**src/rtl/stopWakePkg.sv**
```systemverilog
package stopWakePkg;

  typedef enum logic [1:0] {
    ST_RUN     = 2'd0,
    ST_STOP    = 2'd1,
    ST_RECOVER = 2'd2
  } pwrState_t;

  // Strobes from the control to the datapath
  typedef struct packed {
    logic takeRef;       // snapshot pin levels on halt entry
    logic beginRecover;  // a wake source was accepted
    logic endRecover;    // recovery delay finished
    logic sysReset;      // filtered reset pin fired
    logic portLive;      // port capture enabled (running)
    logic statusRead;    // status read clears flags
  } ctlStrobes_t;

endpackage

```
**src/rtl/stopWakeSync.sv**
```systemverilog
module stopWakeSync #(
  parameter int   WIDTH    = 1,
  parameter logic RST_LEVEL = 1'b0
) (
  input  logic             clk,
  input  logic             rstN,
  input  logic [WIDTH-1:0] asyncIn,
  output logic [WIDTH-1:0] syncOut
);

  logic [WIDTH-1:0] stage1;

  always_ff @(posedge clk or negedge rstN) begin
    if (!rstN) begin
      stage1  <= {WIDTH{RST_LEVEL}};
      syncOut <= {WIDTH{RST_LEVEL}};
    end else begin
      stage1  <= asyncIn;
      syncOut <= stage1;
    end
  end

endmodule

```
**src/rtl/stopWakeCtl.sv**
```systemverilog
module stopWakeCtl
  import stopWakePkg::*;
#(
  parameter int RECOVERY_CYCLES = 64,
  parameter int RST_MIN_LOW     = 8
) (
  input  logic        clk,
  input  logic        rstN,
  input  logic        stopReq,
  input  logic        wakeHit,
  input  logic        extRstN,
  input  logic        rdEn,
  output ctlStrobes_t strobes,
  output logic        stopped,
  output logic        wakePulse,
  output logic        sysRstReq
);

  localparam int RW = (RECOVERY_CYCLES > 1) ? $clog2(RECOVERY_CYCLES) : 1;
  localparam int LW = $clog2(RST_MIN_LOW + 1);
  localparam logic [RW-1:0] REC_LOAD  = RW'(RECOVERY_CYCLES - 1);
  localparam logic [LW-1:0] LOW_LAST  = LW'(RST_MIN_LOW - 1);
  localparam logic [LW-1:0] LOW_SAT   = LW'(RST_MIN_LOW);

  pwrState_t   state, nextState;
  logic [RW-1:0] recCnt;
  logic [LW-1:0] lowCnt;
  logic        extRstSync;
  logic        rstLow;
  logic        filterFire;

  stopWakeSync #(.WIDTH(1), .RST_LEVEL(1'b1)) u_rstSync (
    .clk     (clk),
    .rstN    (rstN),
    .asyncIn (extRstN),
    .syncOut (extRstSync)
  );

  assign rstLow     = ~extRstSync;
  assign filterFire = rstLow && (lowCnt == LOW_LAST);

  // Glitch filter: count consecutive low clocks, saturate after firing
  always_ff @(posedge clk or negedge rstN) begin
    if (!rstN)              lowCnt <= '0;
    else if (!rstLow)       lowCnt <= '0;
    else if (lowCnt != LOW_SAT) lowCnt <= lowCnt + 1'b1;
  end

  always_comb begin
    nextState          = state;
    strobes            = '0;
    strobes.portLive   = (state == ST_RUN);
    strobes.statusRead = rdEn;
    if (filterFire) begin
      strobes.sysReset = 1'b1;
      nextState        = ST_RUN;
    end else begin
      unique case (state)
        ST_RUN: if (stopReq) begin
          strobes.takeRef = 1'b1;
          nextState       = ST_STOP;
        end
        ST_STOP: if (wakeHit) begin
          strobes.beginRecover = 1'b1;
          nextState            = ST_RECOVER;
        end
        ST_RECOVER: if (recCnt == '0) begin
          strobes.endRecover = 1'b1;
          nextState          = ST_RUN;
        end
        default: nextState = ST_RUN;
      endcase
    end
  end

  always_ff @(posedge clk or negedge rstN) begin
    if (!rstN) begin
      state     <= ST_RUN;
      recCnt    <= '0;
      wakePulse <= 1'b0;
      sysRstReq <= 1'b0;
    end else begin
      state     <= nextState;
      wakePulse <= strobes.endRecover;
      sysRstReq <= strobes.sysReset;
      if (strobes.beginRecover)                   recCnt <= REC_LOAD;
      else if (state == ST_RECOVER && recCnt != '0) recCnt <= recCnt - 1'b1;
    end
  end

  assign stopped = (state != ST_RUN);


  rec_count_chk: assert property (@(posedge clk) disable iff (!rstN)
    (state == ST_RECOVER && recCnt != '0 && !filterFire) |=> (recCnt == $past(recCnt) - RW'(1)));


  wake_src_chk: assert property (@(posedge clk) disable iff (!rstN)
    (state == ST_RECOVER && $past(state) != ST_RECOVER) |-> ($past(state) == ST_STOP));


  rst_filter_chk: assert property (@(posedge clk) disable iff (!rstN)
    sysRstReq |-> $past(rstLow));


  rst_wins_chk: assert property (@(posedge clk) disable iff (!rstN)
    sysRstReq |-> (state == ST_RUN && !wakePulse));

endmodule

```
**src/rtl/stopWakeDp.sv**
```systemverilog
module stopWakeDp
  import stopWakePkg::*;
#(
  parameter int NUM_PINS = 8
) (
  input  logic                clk,
  input  logic                rstN,
  input  ctlStrobes_t         strobes,
  input  logic [NUM_PINS-1:0] wakeEn,
  input  logic [NUM_PINS-1:0] pinIn,
  input  logic                cmpIrq,
  input  logic                cmpStopEn,
  input  logic                cmpIrqEn,
  input  logic                lvdRaw,
  input  logic                lvdEnable,
  input  logic                lvdIrqEn,
  output logic                wakeHit,
  output logic [NUM_PINS-1:0] portData,
  output logic [NUM_PINS-1:0] pinIrq,
  output logic                cmpIrqOut,
  output logic                lvdStatus,
  output logic                lvdIrq,
  output logic [7:0]          statusWord
);

  logic [NUM_PINS-1:0] pinSync;
  logic [NUM_PINS-1:0] refLvl;
  logic                lvdSync;
  logic                lvdNow, lvdPrev;
  logic                pinHit, cmpHit;
  logic                pendCmp;
  logic                stopFlag, rstCause;

  stopWakeSync #(.WIDTH(NUM_PINS), .RST_LEVEL(1'b0)) u_pinSync (
    .clk     (clk),
    .rstN    (rstN),
    .asyncIn (pinIn),
    .syncOut (pinSync)
  );

  stopWakeSync #(.WIDTH(1), .RST_LEVEL(1'b0)) u_lvdSync (
    .clk     (clk),
    .rstN    (rstN),
    .asyncIn (lvdRaw),
    .syncOut (lvdSync)
  );

  // Either-edge detection against the levels captured on halt entry
  assign pinHit  = |((pinSync ^ refLvl) & wakeEn);
  assign cmpHit  = cmpIrq & cmpStopEn;
  assign wakeHit = pinHit | cmpHit;

  assign lvdNow  = lvdSync & lvdEnable;
  assign lvdStatus = lvdNow;

  always_ff @(posedge clk or negedge rstN) begin
    if (!rstN) begin
      refLvl    <= '0;
      portData  <= '0;
      pinIrq    <= '0;
      pendCmp   <= 1'b0;
      cmpIrqOut <= 1'b0;
      stopFlag  <= 1'b0;
      rstCause  <= 1'b0;
      lvdPrev   <= 1'b0;
      lvdIrq    <= 1'b0;
    end else begin
      if (strobes.takeRef) refLvl <= pinSync;

      if (strobes.portLive) begin
        portData <= pinSync;
        pinIrq   <= pinSync ^ portData;
      end else begin
        pinIrq   <= '0;
      end

      if (strobes.sysReset)          pendCmp <= 1'b0;
      else if (strobes.beginRecover) pendCmp <= cmpHit;

      if (strobes.endRecover) cmpIrqOut <= pendCmp & cmpIrqEn;
      else                    cmpIrqOut <= strobes.portLive & cmpIrq & cmpIrqEn;

      if (strobes.sysReset)          stopFlag <= 1'b0;
      else if (strobes.beginRecover) stopFlag <= 1'b1;
      else if (strobes.statusRead)   stopFlag <= 1'b0;

      if (strobes.sysReset)        rstCause <= 1'b1;
      else if (strobes.statusRead) rstCause <= 1'b0;

      lvdPrev <= lvdNow;
      lvdIrq  <= lvdIrqEn & lvdNow & ~lvdPrev;
    end
  end

  assign statusWord = {5'b0, lvdNow, rstCause, stopFlag};


  port_freeze_chk: assert property (@(posedge clk) disable iff (!rstN)
    !strobes.portLive |=> $stable(portData));


  pin_irq_gate_chk: assert property (@(posedge clk) disable iff (!rstN)
    (pinIrq != '0) |-> $past(strobes.portLive));


  stop_flag_src_chk: assert property (@(posedge clk) disable iff (!rstN)
    $rose(stopFlag) |-> $past(strobes.beginRecover));


  lvd_irq_pulse_chk: assert property (@(posedge clk) disable iff (!rstN)
    lvdIrq |=> !lvdIrq);


  cmp_after_rec_chk: assert property (@(posedge clk) disable iff (!rstN)
    (cmpIrqOut && !$past(strobes.portLive)) |-> $past(strobes.endRecover));

endmodule

```
**src/rtl/stopWakeCtrl.sv**
```systemverilog
module stopWakeCtrl
  import stopWakePkg::*;
#(
  parameter int NUM_PINS        = 8,
  parameter int RECOVERY_CYCLES = 64,
  parameter int RST_MIN_LOW     = 8
) (
  input  logic                clk,
  input  logic                rstN,
  input  logic                stopReq,
  input  logic [NUM_PINS-1:0] wakeEn,
  input  logic [NUM_PINS-1:0] pinIn,
  input  logic                cmpIrq,
  input  logic                cmpStopEn,
  input  logic                cmpIrqEn,
  input  logic                extRstN,
  input  logic                lvdRaw,
  input  logic                lvdEnable,
  input  logic                lvdIrqEn,
  input  logic                rdEn,
  output logic                stopped,
  output logic                wakePulse,
  output logic                sysRstReq,
  output logic [NUM_PINS-1:0] portData,
  output logic [NUM_PINS-1:0] pinIrq,
  output logic                cmpIrqOut,
  output logic                lvdStatus,
  output logic                lvdIrq,
  output logic [7:0]          rdData
);

  ctlStrobes_t strobes;
  logic        wakeHit;
  logic [7:0]  statusWord;

  stopWakeCtl #(
    .RECOVERY_CYCLES (RECOVERY_CYCLES),
    .RST_MIN_LOW     (RST_MIN_LOW)
  ) u_ctl (
    .clk       (clk),
    .rstN      (rstN),
    .stopReq   (stopReq),
    .wakeHit   (wakeHit),
    .extRstN   (extRstN),
    .rdEn      (rdEn),
    .strobes   (strobes),
    .stopped   (stopped),
    .wakePulse (wakePulse),
    .sysRstReq (sysRstReq)
  );

  stopWakeDp #(.NUM_PINS(NUM_PINS)) u_dp (
    .clk        (clk),
    .rstN       (rstN),
    .strobes    (strobes),
    .wakeEn     (wakeEn),
    .pinIn      (pinIn),
    .cmpIrq     (cmpIrq),
    .cmpStopEn  (cmpStopEn),
    .cmpIrqEn   (cmpIrqEn),
    .lvdRaw     (lvdRaw),
    .lvdEnable  (lvdEnable),
    .lvdIrqEn   (lvdIrqEn),
    .wakeHit    (wakeHit),
    .portData   (portData),
    .pinIrq     (pinIrq),
    .cmpIrqOut  (cmpIrqOut),
    .lvdStatus  (lvdStatus),
    .lvdIrq     (lvdIrq),
    .statusWord (statusWord)
  );

  assign rdData = rdEn ? statusWord : 8'h00;

endmodule

```
**config.mk**
```make
export PLATFORM = sky130hd
export DESIGN_NAME = stopWakeCtrl
export DESIGN_NICKNAME = d
export VERILOG_FILES = /design/src/rtl/stopWakePkg.sv /design/src/rtl/stopWakeSync.sv /design/src/rtl/stopWakeCtl.sv /design/src/rtl/stopWakeDp.sv /design/src/rtl/stopWakeCtrl.sv
export SDC_FILE = /design/constraint.sdc
export NUM_CORES = 1
export LEC_CHECK = 0
export ABC_CLOCK_PERIOD_IN_PS = 2500
export BUFFER_PORTS_ARGS = -buffer_cell sky130_fd_sc_hd__buf_2
export CORE_MARGIN = 5
export CORE_UTILIZATION = 53
export CTS_CLUSTER_DIAMETER = 40
export DETAILED_ROUTE_END_ITERATION = 10
export PLACE_DENSITY_LB_ADDON = 0.1
export SYNTH_ARGS = -nofsm -noshare
export SYNTH_HDL_FRONTEND = slang
export SYNTH_HIERARCHICAL = 1
export SYNTH_SLANG_ARGS = --single-unit
```
**constraint.sdc**
```tcl
create_clock -name clk -period 2.5 [get_ports clk]
set_clock_uncertainty 0.05 [all_clocks]
set_input_delay 0.125 -clock clk [delete_from_list [all_inputs] [get_ports clk]]
set_output_delay 0.125 -clock clk [all_outputs]
set_load 0.05 [all_outputs]
```
==> flow_metrics.tcl, run 1 <==
set metrics [dict create \
    grt_max_degree 24 \
    ys_types 44 \
    synth_warnings 6 \
    synth.ff_latch_count 64 \
    period_share_pct 81.3 \
    post-route-drc-count 0 \
    numPortBuffers 51 \
    area_growth_pct 24.5 \
    yosys.area.top_type "dfrtp_1" \
    whs_path_depth 2 \
    r2r.worst_path.cells 9 \
    drtIter0Drc 93 \
    place_congestion 0.785 \
    final_cell_area_mm2 0.00331 \
    slew_violations 0 \
    yosys_most_used_dff "dfrtp_1" \
    avgViaCountPerCell 4.87 \
    path_max_fanout 5 \
    cts_tree "built" \
    crit_arrival_ns 2.24 \
    power_density_mw_per_mm2 1190 \
    cts_setup_buffers 0 \
    worstSkewPairLatency_ns 0.33 \
    cts_inserted_buffers 9 \
    synth_area_leaders "dfrtp_1 (58%), mux2_2 (6.8%), xor2_1 (5.6%), and2_1 (4.2%), buf_4 (2.8%)" \
    grtUsageTotal_pct 16.4 \
    critPathRequiredTime_ns 2.70 \
    root_buffer "clkbuf_8" \
    synth-async-reset-ratio_pct 100 \
    place_inst 313 \
    setup_ws_ns 0.467 \
    fin_cells 341 \
    p_leak_nw 1.63 \
    routedWlPerCell_um 13.5 \
    cts_buffer_depth 2 \
    grt.overflow.total 0 \
    start_util_pct 55.5 \
    die_w_um 80.8 \
    grt_pass1_vias 1764 \
    syn_inst 201 \
    synth_area_per_cell_um2 13.2 \
    final_hold_viol_count 0 \
    power_mw 3.92 \
    drive_above_1_share_pct 34.3 \
    fin_nets 301 \
    cp-end-kind "flip-flop" \
    setup_viol 0 \
    final_antenna_net_count 0 \
    fp-row-count 25 \
    path_clk_slew_ns 0.07 \
    synth_area_mm2 0.00266 \
    period_minus_slack_ns 2.03 \
    status "finished, final reports clean" \
    cts_sinks 64 \
    rsz0062_at_grt "false" \
    dieArea_mm2 0.00653 \
    tns_ns 0 \
    dr.pass1.iters 4 \
    drt-total-wl_um 4620 \
    max_cap_violations 0 \
    post_dp_cell_area_mm2 0.00294 \
    hold_class "input pin to flip-flop" \
    crit_chain "xor2_1 > a22o_1 > a221oi_2 > nand3_1 > and3b_1 > nand2_1 > inv_1 > nand2b_1 > a21oi_1" \
    ctsHtreeMaxLevel 3 \
    die_y_um 80.8 \
    slowest_delay_ns 0.42 \
    place_ws_ns 0.493 \
    synth_edf_count 0 \
    worst_setup_path_start_kind "flip-flop" \
    fmax_ghz 0.492 \
    vias 1659 \
    slowest_stage "dfrtp_1" \
    diodes 0 \
    ys_seq_area_share_pct 60.4 \
    core-area_mm2 0.00479 \
    place_hpwl_um 3240 \
    ios 57 \
    nFillCells 366 \
    ir_drop_mv 1.27 \
    antenna_found_initial 0 \
    netlist.area_leader.share_pct 58.4 \
    path_class "flip-flop to flip-flop" \
    grt_pass1_wl_um 7970 \
]
## worst max-delay path: cells and delay by family, from the launching register on
| family | cells | cell delay, ns |
|---|---|---|
| flip-flops | 1 | 0.42 |
| XOR/XNOR | 1 | 0.17 |
| AND/OR/NAND/NOR | 4 | 0.67 |
| buffers and inverters | 1 | 0.09 |
| AO/OA/AOI/OAI | 3 | 0.56 |
## sequential cells by signal (all words and copies together), names as in the netlist
signal,flops
u_ctl/sysRstReq,1
u_dp/u_lvdSync/syncOut,1
u_dp/u_pinSync/syncOut,8
u_dp/lvdIrq,1
u_ctl/u_rstSync/syncOut,1
u_ctl/lowCnt,4
u_ctl/wakePulse,1
u_dp/u_pinSync/stage1,8
u_ctl/state,2
u_dp/pendCmp,1
u_dp/cmpIrqOut,1
u_dp/portData,8
u_ctl/u_rstSync/stage1,1
u_dp/u_lvdSync/stage1,1
u_dp/stopFlag,1
u_dp/refLvl,8
u_dp/pinIrq,8
u_dp/lvdPrev,1
u_dp/rstCause,1
u_ctl/recCnt,6
## kinds of logic after synthesis
family / synth area share, %
xor+xnor: 5.93
compound gates: 6.03
buf+inv: 4.80
simple gates: 12.6
other cells: 0.141
fa+ha+maj: 1.88
flops: 60.4
mux: 8.29
## layout by cell type (no fill, tap or decap), types with 4 or more instances in the layout
cell,count
inv_1,9
mux2_2,16
a21oi_1,5
xor2_1,17
clkbuf_8,10
ha_1,4
and2_1,18
nand2_1,5
nor2_1,5
mux2i_1,4
dlygate4sd3_1,13
nand2b_1,4
buf_2,51
conb_1,5
dfrtp_1,62
nand3_1,4
## layer usage
| metal | vias up | global-route usage (%) | part of all wire, % |
|---|---|---|---|
| met5 | - | 0 | 0 |
| met4 | 0 | 7.94 | 1.8 |
| met3 | 8 | 5.21 | 6.7 |
| met2 | 45 | 25.9 | 47 |
| met1 | 803 | 20.5 | 45 |
| li1 | 803 | - | - |
## Yosys cell counts, types with 4 or more instances
| library cell | n |
|---|---|
| nand3_1 | 4 |
| inv_1 | 9 |
| nor2_1 | 5 |
| xor2_1 | 17 |
| nand2b_1 | 4 |
| buf_4 | 10 |
| mux2_2 | 16 |
| mux2i_1 | 4 |
| a21oi_1 | 5 |
| ha_1 | 4 |
| nand2_1 | 5 |
| and2_1 | 18 |
| dfrtp_1 | 62 |
## cell type report
type                       count  area, um2  area share, %
sequential                    64       1600           48.5
multi-input combinational    118        941           28.4
timing repair buffer          67        408           12.3
clock buffer                  12        145           4.39
clock inverter                 3       90.1           2.72
tap                           67       83.8           2.53
inverter                      10       37.5           1.13
## stage by stage
step	utilization, %	hold slack, ns
6_report	69.2	0.0264
5_1_grt	69.2	0.0105
4_1_cts	69.2	0.00748
3_5_place_dp	61.5	0.0652
3_3_place_gp	61.5	0.0564
2_1_floorplan	-	-0.221
## repair_timing
| action | in CTS | in global routing |
|---|---|---|
| hold buffers | 13 | 0 |
| gates resized for setup | 0 | 0 |
| hold endpoints to repair | 33 | 0 |
## worst paths after layout
| check | start | end | slack (ns) |
|---|---|---|---|
| hold reg to reg | u_dp/u_pinSync/stage1[4] | u_dp/u_pinSync/syncOut[4] | 0.30 |
| setup reg to reg | u_dp/u_pinSync/syncOut[5] | u_dp/pendCmp | 0.47 |
| setup / recovery | u_dp/u_pinSync/syncOut[5] | u_dp/pendCmp | 0.47 |
| min in group asynchronous | rstN | u_dp/portData[5] | 0.25 |
| max in group asynchronous | rstN | u_ctl/u_rstSync/stage1 | 1.43 |
| hold / removal | lvdEnable | u_dp/lvdPrev | 0.03 |
## report_power, final
part / total, mW / internal [mW] / switching (mW)
Clock: 1.04 / 0.685 / 0.359
Sequential: 1.51 / 1.31 / 0.204
Combinational: 1.37 / 0.500 / 0.869
Total: 3.92 / 2.49 / 1.43
No activity file was read; power rests on OpenSTA's default activity.
==> run 2: changes to the inputs <==
--- a/config.mk
+++ b/config.mk
@@ -5,7 +5,7 @@
 export SDC_FILE = /design/constraint.sdc
 export NUM_CORES = 1
 export LEC_CHECK = 0
-export ABC_CLOCK_PERIOD_IN_PS = 2500
+export ABC_CLOCK_PERIOD_IN_PS = 2000
 export BUFFER_PORTS_ARGS = -buffer_cell sky130_fd_sc_hd__buf_2
 export CORE_MARGIN = 5
 export CORE_UTILIZATION = 53
==> constraint.sdc (replaced) <==
create_clock -name clk -period 2 [get_ports clk]
set_clock_uncertainty 0.05 [all_clocks]
set_input_delay 0.1 -clock clk [delete_from_list [all_inputs] [get_ports clk]]
set_output_delay 0.1 -clock clk [all_outputs]
set_load 0.05 [all_outputs]
==> run 2 against run 1 <==
Setup slack got worse by 0.32 ns. Sequential power rose by 25%. Highest routed layer unchanged. Largest cell class unchanged. Global-route usage rose by 0.35 points. Largest power group unchanged. Maximum frequency rose by 9.8%. Via count rose by 0.78%. Hold slack improved by 0.036 ns. Cell count rose by 2.6%. Clock power rose by 20%.
==> flow_metrics.tcl, run 2 (synthesis results as in run 1) <==
set metrics [dict create \
    status "finished, final reports clean" \
    cp-end-kind "flip-flop" \
    layout_common_cells "dfrtp_1 (62), buf_2 (51), and2_1 (18)" \
    tns_ns 0 \
    place_congestion 0.794 \
    slowest_stage "dfrtp_1" \
    numPortBuffers 51 \
    antenna_found_initial 0 \
    worstHoldEndpoint "u_ctl/state[0]" \
    ios 57 \
    period_minus_slack_ns 1.85 \
    drt-total-wl_um 4680 \
    final_antenna_net_count 0 \
    worstSkewPairLatency_ns 0.33 \
    area_growth_pct 27.9 \
    drive_above_1_share_pct 36.7 \
    diodes 0 \
    avgViaCountPerCell 4.78 \
    cts_tree "built" \
    cts_buffer_depth 2 \
    worst_setup_path_start_kind "flip-flop" \
    critPathRequiredTime_ns 2.21 \
    setup_ws_ns 0.148 \
    crit_family "simple AND/OR/NAND/NOR gates" \
    r2r-start "u_dp/u_pinSync/syncOut[4]" \
    grtUsageTotal_pct 16.8 \
    r2r.worst_path.cells 8 \
    ctsHtreeMaxLevel 3 \
    power_density_mw_per_mm2 1440 \
    root_buffer "clkbuf_8" \
    dr.pass1.iters 4 \
    reg2reg_to "u_dp/pendCmp" \
    core-area_mm2 0.00479 \
    ir_drop_mv 0.929 \
    path_max_fanout 4 \
    grt.overflow.total 0 \
    cts_inserted_buffers 9 \
    path_clk_slew_ns 0.06 \
    path_class "flip-flop to flip-flop" \
    hold_class "input pin to flip-flop" \
    place_ws_ns 0.115 \
    drtIter0Drc 57 \
    place_hpwl_um 3140 \
    grtUsageMet3_pct 4.32 \
    period_share_pct 92.6 \
    busiest_layer "met2" \
    fmax_ghz 0.540 \
    cp-startpoint "u_dp/u_pinSync/syncOut[4]" \
    cts_sinks 64 \
    fp-row-count 25 \
    final_common_cell "dfrtp_1" \
    max_cap_violations 0 \
    grt_pass1_vias 1776 \
    rrSetupSlack_ns 0.15 \
    min_from "stopReq" \
    start_util_pct 55.5 \
    die_y_um 80.8 \
    cp_num_buf_inv 1 \
    grt_pass1_wl_um 8150 \
    whs_path_depth 3 \
    post-route-drc-count 0 \
    crit_chain "xor2_1 > a222oi_1 > nand3_1 > and3b_2 > nand2_1 > inv_1 > nand2b_4 > a21oi_2" \
    p_leak_nw 1.67 \
    final_hold_viol_count 0 \
    slew_violations 0 \
    grt.met1_usage_pct 21.3 \
    routedWlPerCell_um 13.4 \
    vias 1672 \
    use_met2_pct 26.4 \
    die_w_um 80.8 \
    setup_viol 0 \
    grt_max_degree 41 \
    slowest_delay_ns 0.41 \
    crit_arrival_ns 2.06 \
    dieArea_mm2 0.00653 \
    fin_nets 309 \
]
run 2: per-stage QoR:
step / area, um2 / power (mW) / util [%] / std cells / hold WS (ns)
after floorplan: 2670 / 3.23 / - / 205 / -0.246
after global placement: 2970 / 3.60 / 62.1 / 315 / -0.106
after detailed placement: 2970 / 3.63 / 62.1 / 315 / -0.108
after CTS: 3360 / 4.92 / 70.3 / 347 / 0.0522
after global routing: 3400 / 5.20 / 71.0 / 350 / 0.0866
final: 3400 / 4.90 / 71.0 / 350 / 0.0621
run 2: power breakdown:
group          internal, mW  leakage, nW  switching (mW)
registers              1.63        0.768           0.263
clock network         0.773        0.113           0.480
logic                 0.661        0.785            1.09
run 2: routing by layer:
metal,vias up,share of wire (%)
met4,0,2.5
li1,816,-
met2,49,45
met1,796,47
met3,11,5.6
met5,-,0
run 2: layout make-up:
type	count	area (um2)
clock inverters	4	76.3
multi-input cells	118	953
clock buffers	12	155
flip-flops and latches	64	1600
fillers	365	1390
repair buffers	75	488
well taps	67	83.8
inverters	10	37.5
run 2: worst min-delay path: stages:
cell,delay [ns]
buf_2,0.11
mux2i_1,0.12
nor3_1,0.06
run 2: worst max-delay path by stage:
stage                               to  cells after the start
after CTS                 u_dp/pendCmp                      8
after global routing      u_dp/pendCmp                      8
final                     u_dp/pendCmp                      8
after floorplan           u_dp/pendCmp                      9
after detailed placement  u_dp/pendCmp                      8
after global placement    u_dp/pendCmp                      9
run 2: repair_timing:
item / in CTS / in global routing
buffers inserted: 0 / 3
endpoints found under the setup margin: 0 / 4
hold endpoints to repair: 76 / 0
gates resized for setup: 0 / 3
hold buffers: 16 / 0
==> run 3: changes to the inputs <==
--- a/config.mk
+++ b/config.mk
@@ -8,7 +8,7 @@
 export ABC_CLOCK_PERIOD_IN_PS = 2000
 export BUFFER_PORTS_ARGS = -buffer_cell sky130_fd_sc_hd__buf_2
 export CORE_MARGIN = 5
-export CORE_UTILIZATION = 53
+export CORE_UTILIZATION = 45
 export CTS_CLUSTER_DIAMETER = 40
 export DETAILED_ROUTE_END_ITERATION = 10
 export PLACE_DENSITY_LB_ADDON = 0.1
==> run 3 against run 2 <==
Sequential power about the same. Power decreased by 3.8%. Maximum frequency shrank 1.4%. Largest power group unchanged. Register-to-register slack worse by 0.03 ns. Non-clock buffer count fell by 3. Critical path depth decreased by 1. Sequential share of layout area increased by 0.78 points. Hold slack worse by 0.021 ns. First-iteration DRC count up 46%. Die area up 16%. Setup slack lost 0.027 ns. Via count shrank 1.6%.
==> flow_metrics.tcl, run 3 (synthesis results as in run 1) <==
set metrics [dict create \
    status "finished, final reports clean" \
    path_clk_slew_ns 0.07 \
    ios 57 \
    diodes 0 \
    place_inst 323 \
    grtUsageTotal_pct 14.2 \
    dr.pass1.iters 4 \
    post_dp_cell_area_mm2 0.00298 \
    layout_common_cells "dfrtp_1 (62), buf_2 (51), and2_1 (18)" \
    fin_nets 306 \
    grt_pass1_vias 1748 \
    drtIter0Drc 83 \
    rsz0062_at_grt "true" \
    path_max_fanout 3 \
    whs_path_depth 3 \
    die_y_um 86.9 \
    numPortBuffers 51 \
    final_cell_area_mm2 0.00334 \
    ir_drop_mv 0.834 \
    cts_inserted_buffers 9 \
    place_hpwl_um 3280 \
    setup_viol 0 \
    grt.met1_usage_pct 18.2 \
    slowest_stage "dfrtp_1" \
    period_minus_slack_ns 1.88 \
    max_cap_violations 0 \
    routedWlPerCell_um 13.1 \
    place_congestion 0.804 \
    dieArea_mm2 0.00754 \
    cts_tree "built" \
    grtUsageMet3_pct 6.05 \
    ctsHtreeMaxLevel 3 \
    r2r.worst_path.cells 7 \
    setup_ws_ns 0.121 \
    cp-end-kind "flip-flop" \
    use_met2_pct 21.5 \
    p_leak_nw 1.64 \
    core-area_mm2 0.00582 \
    period_share_pct 94.0 \
    avgViaCountPerCell 4.64 \
    slowest_delay_ns 0.39 \
    place_ws_ns 0.0959 \
    cts_sinks 64 \
    crit_chain "xor2_1 > a222oi_1 > nand3_1 > and3b_2 > buf_4 > a21oi_1 > mux2i_1" \
    worst_setup_path_start_kind "flip-flop" \
    power_density_mw_per_mm2 1410 \
    critPathRequiredTime_ns 2.15 \
    final_common_cell "dfrtp_1" \
    cp.depth 7 \
    start_util_pct 45.7 \
    root_buffer "clkbuf_8" \
    crit_family "compound AO/OA/AOI/OAI gates" \
    worstSkewPairLatency_ns 0.32 \
    hold_class "input pin to flip-flop" \
    cts_buffer_depth 2 \
    grt_max_degree 46 \
    vias 1646 \
    fin_cells 355 \
    drt-total-wl_um 4640 \
    slew_violations 0 \
    grt_pass1_wl_um 8170 \
    grt.overflow.total 0 \
    drive_above_1_share_pct 35.7 \
    fp-row-count 28 \
    post-route-drc-count 0 \
    final_hold_viol_count 0 \
    cp_num_buf_inv 1 \
    crit_arrival_ns 2.03 \
    area_growth_pct 25.8 \
    fmax_ghz 0.532 \
    die_w_um 86.9 \
    antenna_found_initial 0 \
    path_class "flip-flop to flip-flop" \
    final_antenna_net_count 0 \
    busiest_layer "met2" \
]
[run 3: cell count changes in the layout (fill, tap and decap cells not counted), sizes merged]
cell / previous run / this run
clkbuf: 12 / 13
clkinv: 1 / 2
bufinv: 2 / 1
buf: 59 / 57
dlygate4sd3: 16 / 15
clkinvlp: 1 / 0
[run 3: timing repair]
action | in CTS | in global routing
endpoints found under the setup margin | 0 | 3
resized for setup | 0 | 2
hold buffers | 15 | 0
hold endpoints to repair | 33 | 0
buffers inserted | 0 | 1
[run 3: final timing paths]
check	startpoint	end	slack [ns]
setup / recovery	u_dp/u_pinSync/syncOut[4]	u_ctl/recCnt[3]	0.12
hold / removal	cmpIrq	u_dp/pendCmp	0.04
setup reg to reg	u_dp/u_pinSync/syncOut[4]	u_ctl/recCnt[3]	0.12
hold reg to reg	u_dp/u_pinSync/stage1[4]	u_dp/u_pinSync/syncOut[4]	0.30
max in group asynchronous	rstN	u_dp/pinIrq[2]	1.12
min in group asynchronous	rstN	u_dp/portData[4]	0.20
[run 3: tightest hold or removal path: stages]
cell and delay, ns:
buf_2 0.13, nand3_1 0.10, a21oi_2 0.05
[run 3: power by group]
part	switching, mW	internal [mW]	total [mW]
Combinational	1.09	0.652	1.74
Sequential	0.254	1.63	1.89
Clock	0.446	0.641	1.09
Total	1.79	2.92	4.71
[run 3: metal layers]
layer	vias to the layer above	share of wire [%]
met1	783	45
met3	5	8.9
met2	48	45
met4	0	1.2
li1	810	-
met5	-	0
[run 3: through the flow]
stage / TNS [ns] / total power [mW] / utilization, % / hold slack [ns]
6_report: 0 / 4.71 / 57.5 / 0.0414
5_1_grt: -0.0143 / 5.04 / 57.5 / 0.0345
4_1_cts: 0 / 4.77 / 57.3 / 0.0126
3_5_place_dp: 0 / 3.63 / 51.3 / 0.0261
3_3_place_gp: 0 / 3.62 / 51.3 / 0.0221
2_1_floorplan: 0 / 3.23 / - / -0.246
[run 3: layout make-up]
| type | count | area [um2] |
|---|---|---|
| clock buffer | 13 | 159 |
| clock inverter | 3 | 40.0 |
| fill | 522 | 2470 |
| inverter | 10 | 37.5 |
| multi-input combinational | 118 | 946 |
| sequential | 64 | 1600 |
| tap | 75 | 93.8 |
| timing repair buffer | 72 | 463 |
